## config.mk

```make
export PLATFORM = sky130hd
export DESIGN_NAME = rgb_blink_dimmer
export DESIGN_NICKNAME = d
export VERILOG_FILES = /design/src/rtl/rgbd_pkg.sv /design/src/rtl/rgbd_prescaler.sv /design/src/rtl/rgbd_pwm_lane.sv /design/src/rtl/rgbd_blink_lane.sv /design/src/rtl/rgb_blink_dimmer.sv
export SDC_FILE = /design/constraint.sdc
export NUM_CORES = 1
export LEC_CHECK = 0
export BUFFER_PORTS_ARGS = -buffer_cell sky130_fd_sc_hd__buf_2
export CORE_ASPECT_RATIO = 0.75
export CORE_MARGIN = 5
export CORE_UTILIZATION = 50
export DETAILED_ROUTE_END_ITERATION = 8
export PLACE_DENSITY = 0.65
export SLEW_MARGIN = 20
export SYNTH_ARGS = -nofsm -noshare
export SYNTH_HDL_FRONTEND = slang
export SYNTH_SLANG_ARGS = --single-unit
```

## constraint.sdc

```tcl
create_clock -name clk -period 5.4 [get_ports clk]
set_clock_uncertainty 0.2 [all_clocks]
set_input_delay 0.54 -clock clk [delete_from_list [all_inputs] [get_ports clk]]
set_output_delay 0.54 -clock clk [all_outputs]
set_load 0.03 [all_outputs]
```

## src/rtl/rgbd_pkg.sv

```systemverilog
package rgbd_pkg;
  localparam int NCH   = 3;
  localparam int LVL_W = 10;
  localparam int MSK_W = 16;
  localparam int SET_W = 8;

  function automatic logic [LVL_W-1:0] level_duty(input logic [3:0] idx);
    logic [LVL_W-1:0] d;
    case (idx)
      4'd0:  d = 10'd0;
      4'd1:  d = 10'd1;
      4'd2:  d = 10'd2;
      4'd3:  d = 10'd4;
      4'd4:  d = 10'd6;
      4'd5:  d = 10'd10;
      4'd6:  d = 10'd16;
      4'd7:  d = 10'd25;
      4'd8:  d = 10'd40;
      4'd9:  d = 10'd64;
      4'd10: d = 10'd101;
      4'd11: d = 10'd161;
      4'd12: d = 10'd256;
      4'd13: d = 10'd406;
      4'd14: d = 10'd644;
      default: d = 10'd1023;
    endcase
    return d;
  endfunction

  function automatic logic [MSK_W-1:0] blink_mask(input logic [3:0] idx);
    logic [MSK_W-1:0] m;
    case (idx)
      4'd0:  m = 16'hFFFF;
      4'd1:  m = 16'h00FF;
      4'd2:  m = 16'h0F0F;
      4'd3:  m = 16'h3333;
      4'd4:  m = 16'h5555;
      4'd5:  m = 16'h000F;
      4'd6:  m = 16'h0003;
      4'd7:  m = 16'h0001;
      4'd8:  m = 16'h0000;
      4'd9:  m = 16'hFF00;
      4'd10: m = 16'hF0F0;
      4'd11: m = 16'hCCCC;
      4'd12: m = 16'hAAAA;
      4'd13: m = 16'hFFF0;
      4'd14: m = 16'hFFFC;
      default: m = 16'hFFFE;
    endcase
    return m;
  endfunction
endpackage

```

## src/rtl/rgbd_prescaler.sv

```systemverilog
module rgbd_prescaler #(
  parameter int DIV = 65536
) (
  input  logic clk,
  input  logic rst,
  input  logic restart,
  output logic tick
);
  localparam int CW = (DIV > 2) ? $clog2(DIV) : 1;
  localparam logic [CW-1:0] LAST = CW'(DIV - 1);

  logic [CW-1:0] cnt;

  always_ff @(posedge clk) begin
    if (rst || restart) cnt <= '0;
    else if (cnt == LAST) cnt <= '0;
    else cnt <= cnt + 1'b1;
  end

  assign tick = (cnt == LAST);
endmodule

```

## src/rtl/rgbd_pwm_lane.sv

```systemverilog
module rgbd_pwm_lane #(
  parameter int W     = 10,
  parameter int PHASE = 0
) (
  input  logic         clk,
  input  logic         rst,
  input  logic [W-1:0] duty_next,
  output logic         pwm_hi,
  output logic         wrap,
  output logic [W-1:0] duty_act
);
  logic [W-1:0] cnt;

  assign wrap   = (cnt == {W{1'b1}});
  assign pwm_hi = (cnt < duty_act);

  always_ff @(posedge clk) begin
    if (rst) begin
      cnt      <= W'(PHASE);
      duty_act <= '0;
    end else begin
      cnt <= cnt + 1'b1;
      if (wrap) duty_act <= duty_next;
    end
  end
endmodule

```

## src/rtl/rgbd_blink_lane.sv

```systemverilog
module rgbd_blink_lane #(
  parameter int MW = 16
) (
  input  logic          clk,
  input  logic          rst,
  input  logic          load,
  input  logic          tick,
  input  logic [MW-1:0] mask_in,
  output logic          gate
);
  logic [MW-1:0] mask_q;

  always_ff @(posedge clk) begin
    if (rst) begin
      mask_q <= '1;
      gate   <= 1'b1;
    end else if (load) begin
      gate   <= mask_in[MW-1];
      mask_q <= {mask_in[MW-2:0], mask_in[MW-1]};
    end else if (tick) begin
      gate   <= mask_q[MW-1];
      mask_q <= {mask_q[MW-2:0], mask_q[MW-1]};
    end
  end
endmodule

```

## src/rtl/rgb_blink_dimmer.sv

```systemverilog
module rgb_blink_dimmer #(
  parameter int PWM_W    = 10,
  parameter int TICK_DIV = 65536
) (
  input  logic        clk,
  input  logic        rst,
  input  logic        load,
  input  logic [23:0] setting,
  output logic [2:0]  led_n
);
  import rgbd_pkg::*;

  localparam int PER = 1 << PWM_W;

  logic                   tick;
  logic [NCH-1:0]         gate_vec;
  logic [NCH-1:0]         pwm_vec;
  logic [NCH-1:0]         wrap_vec;
  logic [NCH*PWM_W-1:0]   duty_flat;

  rgbd_prescaler #(.DIV(TICK_DIV)) u_presc (
    .clk(clk), .rst(rst), .restart(load), .tick(tick)
  );

  for (genvar c = 0; c < NCH; c++) begin : g_ch
    localparam int PH = (c * PER) / NCH;
    logic [3:0]       lvl_idx;
    logic [3:0]       msk_idx;
    logic [LVL_W-1:0] lvl_full;
    logic [PWM_W-1:0] duty_pend;

    assign lvl_idx  = setting[c*SET_W +: 4];
    assign msk_idx  = setting[c*SET_W + 4 +: 4];
    assign lvl_full = level_duty(lvl_idx);

    always_ff @(posedge clk) begin
      if (rst) duty_pend <= '0;
      else if (load) duty_pend <= lvl_full[LVL_W-1 -: PWM_W];
    end

    rgbd_pwm_lane #(.W(PWM_W), .PHASE(PH)) u_pwm (
      .clk(clk), .rst(rst), .duty_next(duty_pend),
      .pwm_hi(pwm_vec[c]), .wrap(wrap_vec[c]),
      .duty_act(duty_flat[c*PWM_W +: PWM_W])
    );

    rgbd_blink_lane #(.MW(MSK_W)) u_blink (
      .clk(clk), .rst(rst), .load(load), .tick(tick),
      .mask_in(blink_mask(msk_idx)), .gate(gate_vec[c])
    );
  end

  always_ff @(posedge clk) begin
    if (rst) led_n <= '1;
    else led_n <= ~(pwm_vec & gate_vec);
  end
endmodule

```

==> impl_results.md <==
* Outcome: complete, no violations
* Leak Pwr at 0.00345 uW
* Worst vdd ir at between 0.00015 and 0.0002 V
* FF+latch count, synth at around 160
* Die height at between 100 and 150 um
* Max Freq at just under 400 MHz
* # hold bufs at CTS at 0
* Yosys cell types at 54
* Reg2reg path depth at 5
* Io pins at 30
* Total number of vias at 6,306
* Util after Layout at 56.7%
* Area of the die at between 15,000 and 20,000 um^2
* Syn-to-layout area delta at 9.96%
* Mean area per synthesized cell at 8.65 um^2
* Crit Path Max Fanout at 56
* Fin cells at about 1,200
* All-Layer GR Usage at between 15 and 20%
* Setup crit end kind: flip-flop
* TritonCTS clock tree: built
* DRT Wirelength at between 15 and 20 mm
* Fin Setup TNS at 0 ns
* Initial antenna violation count at 0
* Mapped Cells at between 900 and 1,000
* Setup crit start kind: primary input
* Drt pass-1 iters at 5
* Root Driver: clkbuf_16
* Synth area leaders: dfxtp_1 (38%), ha_1 (9.4%), mux2i_1 (6.1%), nor2_1 (5.5%), xnor2_1 (5.0%)
* Fill count at ~1,500
* Min Tclk post-route at around 2.6 ns
* Drc violations at 0
* Synth Warn # at 0
* Crit Path Category: in -> reg
* Die width at 159 um
* Synth top area share at between 30% and 40%
* DR iter-0 viols at about 370
* Worst Path Required at between 5 and 6 ns
* Mapped Nets at ~1,100
* Vias in the first global route at roughly 5,800
* Row count at 40
* Setup Buffers After CTS at 0
* Fraction of layout cells with a size suffix above 1 at under 10%
* Largest net degree at the start of global routing at a little over 60
* Worst-margin pin slew at about 1.1 ns
* Largest buffer count on any clock path at 2
* Slew Limit Headroom at roughly 29%
* Wire length per cell at about 13 um
* Cts bufs inserted at 17
* Post-DP HPWL at 10.3 mm
* Worst Hold Path Cells at 1
* Post-cts resize count at 0
* Clock transition at path regs at 0.06 ns
* Prevailing post-synth register cell: dfxtp_1
* Core area at between 15,000 and 20,000 um^2
* Worst-Skew Late Latency at roughly 0.42 ns
* Slew Limit Fails at 0
* # Max-Cap Violations at 0
* Total congestion overflow at 0
* GP Congestion at ~0.75
* Clk sink count at between 150 and 200
* Number of port buffers at 29
* Async S/R FF share, synth at 0%
* First-pass GRT wire length at roughly 28 mm
* CTS HTree Levels at 4
* Yosys top cell by area: dfxtp_1
* Routed Antenna Nets at 0
* Critical path arrival at 2.70 ns
* Final net count at roughly 1,000
* Synthesized cell area at around 8400 um^2
* Diode count at 0
* RSZ-0062 raised after global routing: false
* Post-Place Cells at about 1,100
* Final setup vio count at 0
* Hold Path Class: reg -> reg
* Vias per cell at around 5.4
* Initial core utilization at between 50% and 60%
* Number of synthesized flops with an enable pin at 0
* Seq/Total Area, Yosys at a little under two fifths
* Hold Violations, Final at 0
* PD cells at ~310 nW/um^2
* Final worst-path cycle share at a little under half
## critical path: stages
cell	delay, ns
buf_2	0.75
buf_4	0.53
nand2b_1	0.53
a211oi_1	0.11
a211oi_1	0.22
## metrics by stage
stage                     area [um^2]  hold WS, ns  power (uW)  worst slack [ns]
after floorplan                  8360        0.209        1460              3.27
after global placement           8530        0.244        1520              2.09
after detailed placement         8530        0.248        1530              2.10
after CTS                        9190        0.246        2850              2.53
after global routing             9190        0.268        2940              2.57
final                            9190        0.261        2810              2.84
## synthesized netlist by cell type, drive strengths merged (3+ instances only)
| master | count |
|---|---|
| dfxtp | 157 |
| nor2 | 123 |
| ha | 63 |
| nor3 | 52 |
| a21oi | 51 |
| mux2i | 51 |
| inv | 49 |
| clkbuf | 48 |
| xnor2 | 48 |
| nand2 | 38 |
| nand2b | 38 |
| o21ai | 27 |
| nand3 | 26 |
| a211oi | 22 |
| a221oi | 21 |
| buf | 20 |
| nor2b | 14 |
| nand4 | 13 |
| xor2 | 11 |
| a21o | 6 |
| a22o | 6 |
| a32oi | 6 |
| o211ai | 6 |
| o31a | 6 |
| a211o | 5 |
| a31oi | 5 |
| and4 | 5 |
| nor4 | 5 |
| or3 | 5 |
| and3 | 4 |
| nor3b | 4 |
| a22oi | 3 |
| nand4b | 3 |
| o2111ai | 3 |
| o21a | 3 |
## cells by family after synthesis
kind of cell | Yosys count | share of synthesized area [%]
AO/OA/AOI/OAI | 182 | 15.0
XOR/XNOR | 59 | 6.18
adder cells (fa/ha/maj) | 63 | 9.43
buffers and inverters | 117 | 5.77
flip-flops | 157 | 37.6
multiplexers | 52 | 6.24
AND/OR/NAND/NOR | 336 | 19.7
## final cells by class
class	instances	area, um^2	share of cell area, %
clock inverter	14	215	2.34
inverter	49	184	2.00
timing repair buffer	35	190	2.07
sequential	157	3140	34.2
tap	210	263	2.86
clock buffer	18	439	4.78
multi-input combinational	692	4750	51.7
## sequential cells by signal, summed over array words and instances (netlist names)
signal               cells
g_ch.duty_pend          30
g_ch.u_blink.mask_q     48
g_ch.u_pwm.cnt          30
g_ch.u_pwm.duty_act     30
led_n                    3
u_presc.cnt             16
## path summary, 6_finish.rpt
| check | to | from | slack, ns |
|---|---|---|---|
| max | g_ch[1].u_blink.mask_q[3] | rst | 2.84 |
| min | u_presc.cnt[0] | u_presc.cnt[0] | 0.26 |
| max reg2reg | g_ch[1].u_pwm.duty_act[6] | g_ch[1].u_pwm.cnt[0] | 2.96 |
| min reg2reg | u_presc.cnt[0] | u_presc.cnt[0] | 0.26 |
## where the power goes
part           switching, uW  total [uW]  internal, uW
combinational            148         260           113
sequential              31.0        1240          1210
clock                    482        1310           833
total                    660        2810          2150
## cells in the final DEF, fill, tap and decap left out, drive strengths merged, types with 11 or more instances in the layout
cell type    n
nand3       26
dfxtp      157
xnor2       48
xor2        11
a21oi       51
mux2i       51
buf         35
nor3        52
nor2       123
ha          63
a211oi      22
inv         50
nand2       38
nand2b      38
o21ai       27
nand4       13
a221oi      21
nor2b       14
clkbuf      18
## routing by layer
layer	wire length (um)	global-route usage [%]	part of all wire (%)
met1	8590	25.1	55
met2	6520	24.7	42
met3	424	3.48	2.7
met4	110	5.27	0.70
met5	0	0	0
Power figures use the tool's default switching activity.
